===== src/rtl/itimer_pkg.sv =====
package itimer_pkg;

  localparam int IDX_LOAD  = 0;
  localparam int IDX_VALUE = 1;
  localparam int IDX_CTRL  = 2;
  localparam int IDX_CLEAR = 3;
  localparam int IDX_RAW   = 4;
  localparam int IDX_MASK  = 5;
  localparam int IDX_BGLD  = 6;

  localparam logic [7:0] CTRL_RESET = 8'h20;

  // Control register fields, MSB first (bit 7 .. bit 0)
  typedef struct packed {
    logic       run;
    logic       periodic;
    logic       intEn;
    logic       spare;
    logic [1:0] preSel;
    logic       wide;
    logic       oneShot;
  } ctrlReg_t;

  // Strobes and mode bits from control to datapath
  typedef struct packed {
    logic       run;
    logic       oneShot;
    logic       wide;
    logic [1:0] preSel;
    logic       loadNow;
    logic       preRestart;
  } dpCmd_t;

endpackage


===== src/rtl/itimer_ctrl.sv =====
module itimer_ctrl
  import itimer_pkg::*;
#(
  parameter int CNT_W  = 32,
  parameter int ADDR_W = 3
) (
  input  logic              clk,
  input  logic              rstN,
  input  logic              busValid,
  input  logic              busWrite,
  input  logic [ADDR_W-1:0] busAddr,
  input  logic [CNT_W-1:0]  busWdata,
  input  logic [CNT_W-1:0]  countVis,
  input  logic              zeroHit,
  output dpCmd_t            dpCmd,
  output logic [CNT_W-1:0]  reloadVal,
  output logic [7:0]        ctrlBits,
  output logic              rawFlag,
  output logic [CNT_W-1:0]  busRdata,
  output logic              irqOut
);

  localparam int HALF_W = CNT_W / 2;
  localparam logic [CNT_W-1:0] FULL_ONES = {CNT_W{1'b1}};
  localparam logic [CNT_W-1:0] HALF_ONES = {{(CNT_W-HALF_W){1'b0}}, {HALF_W{1'b1}}};

  ctrlReg_t         ctrlQ;
  logic [CNT_W-1:0] loadQ;
  logic             flagQ;

  logic wrLoad, wrCtrl, wrClear, wrBg, rdEn, freeMode;
  logic [CNT_W-1:0] srcLoad;

  assign wrLoad  = busValid && busWrite && (busAddr == ADDR_W'(IDX_LOAD));
  assign wrCtrl  = busValid && busWrite && (busAddr == ADDR_W'(IDX_CTRL));
  assign wrClear = busValid && busWrite && (busAddr == ADDR_W'(IDX_CLEAR));
  assign wrBg    = busValid && busWrite && (busAddr == ADDR_W'(IDX_BGLD));
  assign rdEn    = busValid && !busWrite;

  always_ff @(posedge clk) begin
    if (!rstN) begin
      ctrlQ <= ctrlReg_t'(CTRL_RESET);
      loadQ <= '0;
      flagQ <= 1'b0;
    end else begin
      if (wrCtrl) ctrlQ <= ctrlReg_t'(busWdata[7:0]);
      if (wrLoad || wrBg) loadQ <= busWdata;
      // a zero event in the same cycle as a clear wins
      if (zeroHit) flagQ <= 1'b1;
      else if (wrClear) flagQ <= 1'b0;
    end
  end

  assign freeMode = !ctrlQ.periodic && !ctrlQ.oneShot;
  assign srcLoad  = (wrLoad || wrBg) ? busWdata : loadQ;

  always_comb begin
    if (freeMode) reloadVal = ctrlQ.wide ? FULL_ONES : HALF_ONES;
    else          reloadVal = srcLoad;
  end

  always_comb begin
    dpCmd.run        = ctrlQ.run;
    dpCmd.oneShot    = ctrlQ.oneShot;
    dpCmd.wide       = ctrlQ.wide;
    dpCmd.preSel     = ctrlQ.preSel;
    dpCmd.loadNow    = wrLoad;
    dpCmd.preRestart = wrCtrl;
  end

  always_comb begin
    busRdata = '0;
    if (rdEn) begin
      case (int'(busAddr))
        IDX_LOAD, IDX_BGLD: busRdata = loadQ;
        IDX_VALUE:          busRdata = countVis;
        IDX_CTRL:           busRdata = {{(CNT_W-8){1'b0}}, ctrlQ};
        IDX_RAW:            busRdata = {{(CNT_W-1){1'b0}}, flagQ};
        IDX_MASK:           busRdata = {{(CNT_W-1){1'b0}}, flagQ && ctrlQ.intEn};
        default:            busRdata = '0;
      endcase
    end
  end

  assign ctrlBits = ctrlQ;
  assign rawFlag  = flagQ;
  assign irqOut   = flagQ && ctrlQ.intEn;

endmodule


===== src/rtl/itimer_datapath.sv =====
module itimer_datapath
  import itimer_pkg::*;
#(
  parameter int CNT_W   = 32,
  parameter int PRE_A_W = 4,
  parameter int PRE_B_W = 8
) (
  input  logic             clk,
  input  logic             rstN,
  input  logic             tickEn,
  input  dpCmd_t           dpCmd,
  input  logic [CNT_W-1:0] reloadVal,
  output logic [CNT_W-1:0] countVis,
  output logic             zeroHit
);

  localparam int HALF_W = CNT_W / 2;

  logic [PRE_B_W-1:0] preCnt;
  logic               preTick, step, atZero, atOne;
  logic [CNT_W-1:0]   countQ, countDec;

  // divider: free-running on tickEn, restarted on a Control write
  always_ff @(posedge clk) begin
    if (!rstN || dpCmd.preRestart) preCnt <= '0;
    else if (tickEn)               preCnt <= preCnt + 1'b1;
  end

  always_comb begin
    case (dpCmd.preSel)
      2'b00:   preTick = tickEn;
      2'b01:   preTick = tickEn && (&preCnt[PRE_A_W-1:0]);
      default: preTick = tickEn && (&preCnt);
    endcase
  end

  assign step = dpCmd.run && preTick;

  generate
    if (CNT_W > 1) begin : g_split
      always_comb begin
        if (dpCmd.wide) begin
          atZero   = (countQ == '0);
          atOne    = (countQ == CNT_W'(1));
          countDec = countQ - 1'b1;
        end else begin
          atZero   = (countQ[HALF_W-1:0] == '0);
          atOne    = (countQ[HALF_W-1:0] == HALF_W'(1));
          countDec = {countQ[CNT_W-1:HALF_W], countQ[HALF_W-1:0] - 1'b1};
        end
      end
    end else begin : g_single
      always_comb begin
        atZero   = (countQ == '0);
        atOne    = (countQ != '0);
        countDec = '0;
      end
    end
  endgenerate

  always_ff @(posedge clk) begin
    if (!rstN) begin
      countQ <= '1;
    end else if (dpCmd.loadNow) begin
      countQ <= reloadVal;
    end else if (step) begin
      if (atZero) begin
        if (!dpCmd.oneShot) countQ <= reloadVal;
      end else begin
        countQ <= countDec;
      end
    end
  end

  assign zeroHit  = step && !dpCmd.loadNow && atOne;
  assign countVis = dpCmd.wide ? countQ
                               : {{(CNT_W-HALF_W){1'b0}}, countQ[HALF_W-1:0]};

endmodule


===== src/rtl/interval_timer.sv =====
module interval_timer
  import itimer_pkg::*;
#(
  parameter int CNT_W   = 32,
  parameter int ADDR_W  = 3,
  parameter int PRE_A_W = 4,
  parameter int PRE_B_W = 8
) (
  input  logic              clk,
  input  logic              rstN,
  input  logic              tickEn,
  input  logic              busValid,
  input  logic              busWrite,
  input  logic [ADDR_W-1:0] busAddr,
  input  logic [CNT_W-1:0]  busWdata,
  output logic [CNT_W-1:0]  busRdata,
  output logic              irqOut
);

  dpCmd_t           dpCmd;
  logic [CNT_W-1:0] reloadVal, countVis;
  logic [7:0]       ctrlBits;
  logic             zeroHit, rawFlag;

  itimer_ctrl #(.CNT_W(CNT_W), .ADDR_W(ADDR_W)) uCtrl (
    .clk(clk), .rstN(rstN), .busValid(busValid), .busWrite(busWrite),
    .busAddr(busAddr), .busWdata(busWdata), .countVis(countVis),
    .zeroHit(zeroHit), .dpCmd(dpCmd), .reloadVal(reloadVal),
    .ctrlBits(ctrlBits), .rawFlag(rawFlag), .busRdata(busRdata),
    .irqOut(irqOut)
  );

  itimer_datapath #(.CNT_W(CNT_W), .PRE_A_W(PRE_A_W), .PRE_B_W(PRE_B_W)) uDp (
    .clk(clk), .rstN(rstN), .tickEn(tickEn), .dpCmd(dpCmd),
    .reloadVal(reloadVal), .countVis(countVis), .zeroHit(zeroHit)
  );

endmodule


===== config.mk =====
export PLATFORM = sky130hd
export DESIGN_NAME = interval_timer
export DESIGN_NICKNAME = d
export VERILOG_FILES = /design/src/rtl/itimer_pkg.sv /design/src/rtl/itimer_ctrl.sv /design/src/rtl/itimer_datapath.sv /design/src/rtl/interval_timer.sv
export SDC_FILE = /design/constraint.sdc
export NUM_CORES = 1
export LEC_CHECK = 0
export ABC_AREA = 1
export CAP_MARGIN = 0
export CORE_AREA = 3 3 158 160
export CTS_BUF_LIST = sky130_fd_sc_hd__clkbuf_8
export DETAILED_ROUTE_END_ITERATION = 10
export DIE_AREA = 0 0 161 163
export DONT_BUFFER_PORTS = 1
export GPL_TIMING_DRIVEN = 0
export PLACE_DENSITY_LB_ADDON = 0.25
export SLEW_MARGIN = 40
export SYNTH_ARGS = -nofsm -noshare
export SYNTH_HDL_FRONTEND = slang
export SYNTH_HIERARCHICAL = 1
export SYNTH_SLANG_ARGS = --single-unit

===== constraint.sdc =====
create_clock -name clk -period 2.3 [get_ports clk]
set_clock_uncertainty 0.1 [all_clocks]
set_input_delay 0.46 -clock clk [delete_from_list [all_inputs] [get_ports clk]]
set_output_delay 0.46 -clock clk [all_outputs]
set_load 0.03 [all_outputs]

==> metrics <==
worst hold path type=input pin to flop; count of cell types in the netlist=37; Final Wtd Congestion=0.872; period utilization=0.979; Avg Vias per Cell=around 4.5; share of cells above drive strength 1=0.146; RSZ-0062 raised after global routing=yes; Clk Latency, worst-skew pair=0.38 ns; initial antenna violation count=0; most frequent cells in the layout=nand2_1 (356), nor2_1 (129), inv_1 (104), nand3_1 (83), dfxtp_1 (81); area post-placement=roughly 0.0063 sq mm; die area=0.0262 sq mm; sequential area share after synthesis=0.275; worst setup margin=0.0489 ns; CP required=1.74 ns; cts bufs inserted=9; f_max=0.444 GHz; Global Route Usage Sum=0.154; CP Class=input pin to output pin; commonest non-fill, non-tap cell in the layout=nand2_1; CTS sink count=81; DP HPWL=roughly 16 mm; Max-Cap Viols=0; Layout Nets=1,068; DRC=0; outcome=complete, no violations; Rel. slew slack=0.501; Routed WL per cell=15.0 um; WL met2=8.71 mm; die width=between 150 and 200 um; CTS tree=yes; post-place setup slack=-0.496 ns; Final Hold Fails=0; EDFF count, synth=0; flops & latches, synth=81; Filler cells=around 2,700; Switch Pwr=0.000930 W; Max Used Layer=met4; metal1 wirelength=10.1 mm; Clk pwr share=0.397; GR Overflow Total=0; storage element area=approximately 0.0016 sq mm; # rows=56; Synthesized Nets=1,058; TritonRoute pass-1 iters=7; DR vias=6,008; post-route ant nets=0; pwr dens=around 450 mW/mm^2; vias in the first global route=5,633; CP arrival=1.69 ns; Root Buffer=clkbuf_8; synthesized area per cell=a little under 6 sq um; first-pass GRT wire length=32.0 mm; Initial Util=0.251; Multi-input gate area=about 0.0038 sq mm; Post-Synthesis Cells=approximately 1,000; area delta synth->final=17.4%; die height=roughly 160 um; Post-synth top flop=dfxtp_1; CTS clk-pin slew, worst paths=0.09 ns; Critical Path Sink Type=output pin; PortBufs=0; Startpoint Class=input pin; Max Slew Vio Count=0; asr flop ratio synth=0; Top-Level Pins=73; Net Sw Frac=0.295; peak fanout along the critical path=10; Comb power frac=0.135; core region area=0.0235 sq mm; Int Pwr=between 0.002 and 0.0025 W; initial DRC count=434; P_leak=2.94 nW; Antenna Cells=0; Flop pwr share=0.468; min cycle time layout=around 2.3 ns; design area=between 0.006 and 0.007 sq mm; maximum root-to-sink buffer count=2; Cell Area, Synth=0.00590 sq mm; peak supply drop=0.229 mV; largest net degree at the start of global routing=20; yosys warns=6; routed wl met3=1.08 mm; worst-margin pin slew=0.748 ns; drt total wl=20.2 mm; Final Setup Violations=0; # H-tree levels=3
## worst max-delay path, stage by stage
cell and delay, ns:
buf_2 0.16, inv_1 0.10, nand2_1 0.09, nor2_2 0.21, buf_4 0.25, nand2_1 0.13
a21oi_4 0.28
## worst paths after layout
kind / from / endpoint / slack (ns) / depth (start not counted)
worst max-delay path: busAddr[2] / busRdata[31] / 0.05 / 7
worst min register to register: uDp/preCnt[7] / uDp/preCnt[7] / 0.37 / 2
worst min-delay path: tickEn / uDp/preCnt[1] / 0.06 / 1
worst max register to register: uDp/countQ[0] / uDp/countQ[13] / 0.21 / 12
## state kept, by name, summed over array words and instances, names as in the netlist
name / count
uCtrl/loadQ: 32
uCtrl/ctrlBits: 8
uDp/countQ: 32
uCtrl/rawFlag: 1
uDp/preCnt: 8
## power by group through the flow
stage / sequential, W / combinational, W / clock, W
2_1_floorplan: 0.00150 / 0.000283 / 0
3_3_place_gp: 0.00151 / 0.000378 / 0
3_5_place_dp: 0.00151 / 0.000380 / 0
4_1_cts: 0.00147 / 0.000413 / 0.00129
5_1_grt: 0.00148 / 0.000475 / 0.00134
6_report: 0.00147 / 0.000426 / 0.00125
## synthesized netlist by cell type, types with 5 or more instances
cell type,number,area share
a21oi_1,49,0.042
buf_2,14,0.012
buf_4,28,0.036
clkbuf_1,15,0.0095
dfxtp_1,81,0.27
inv_1,105,0.067
inv_2,5,0.0032
nand2_1,357,0.23
nand2_2,12,0.013
nand3_1,83,0.070
nand3b_1,17,0.022
nand4_1,11,0.012
nor2_1,139,0.088
nor2_2,8,0.0085
nor3_1,5,0.0042
o21ai_0,32,0.027
o21ai_2,10,0.015
xor2_1,9,0.013
## per-stage QoR
| step | util | cells | TNS [ns] | total power, W | hold slack [ns] |
|---|---|---|---|---|---|
| 2_1_floorplan | - | 1015 | 0 | 0.00178 | 0.339 |
| 3_3_place_gp | 0.268 | 1334 | -25.83 | 0.00188 | 0.348 |
| 3_5_place_dp | 0.268 | 1334 | -24.40 | 0.00189 | 0.353 |
| 4_1_cts | 0.290 | 1348 | -0.0632 | 0.00317 | 0.0345 |
| 5_1_grt | 0.294 | 1349 | -0.0368 | 0.00330 | 0.0418 |
| 6_report | 0.294 | 1349 | 0 | 0.00315 | 0.0619 |
## per-layer routing
| layer | GRT usage | vias to the layer above |
|---|---|---|
| met3 | 0.0348 | 19 |
| met4 | 0.0399 | 0 |
| met5 | 0 | - |
| met1 | 0.218 | 2705 |
| li1 | - | 3157 |
| met2 | 0.237 | 127 |
## cell families after synthesis
kind of cell	count (synthesis)	synth area share
buf+inv	177	0.143
fa+ha+maj	3	0.00636
compound gates	100	0.0941
flops	81	0.275
simple gates	642	0.464
xor+xnor	12	0.0178
## final cells by class
cell class / count / area share
timing repair buffer: 1 / 0.00108
clock inverter: 6 / 0.0132
inverter: 112 / 0.0616
tap: 319 / 0.0576
clock buffer: 10 / 0.0199
multi-input combinational: 757 / 0.547
buffer: 63 / 0.0656
sequential: 81 / 0.234
## what timing repair did
| item | 4_1_cts | 5_1_grt |
|---|---|---|
| hold buffers | 0 | 0 |
| buffers inserted | 0 | 1 |
| gates resized for setup | 66 | 20 |
| endpoints found under the setup margin | 51 | 51 |
| pin swaps | 1 | 13 |
(Power assumes the default switching activity.)
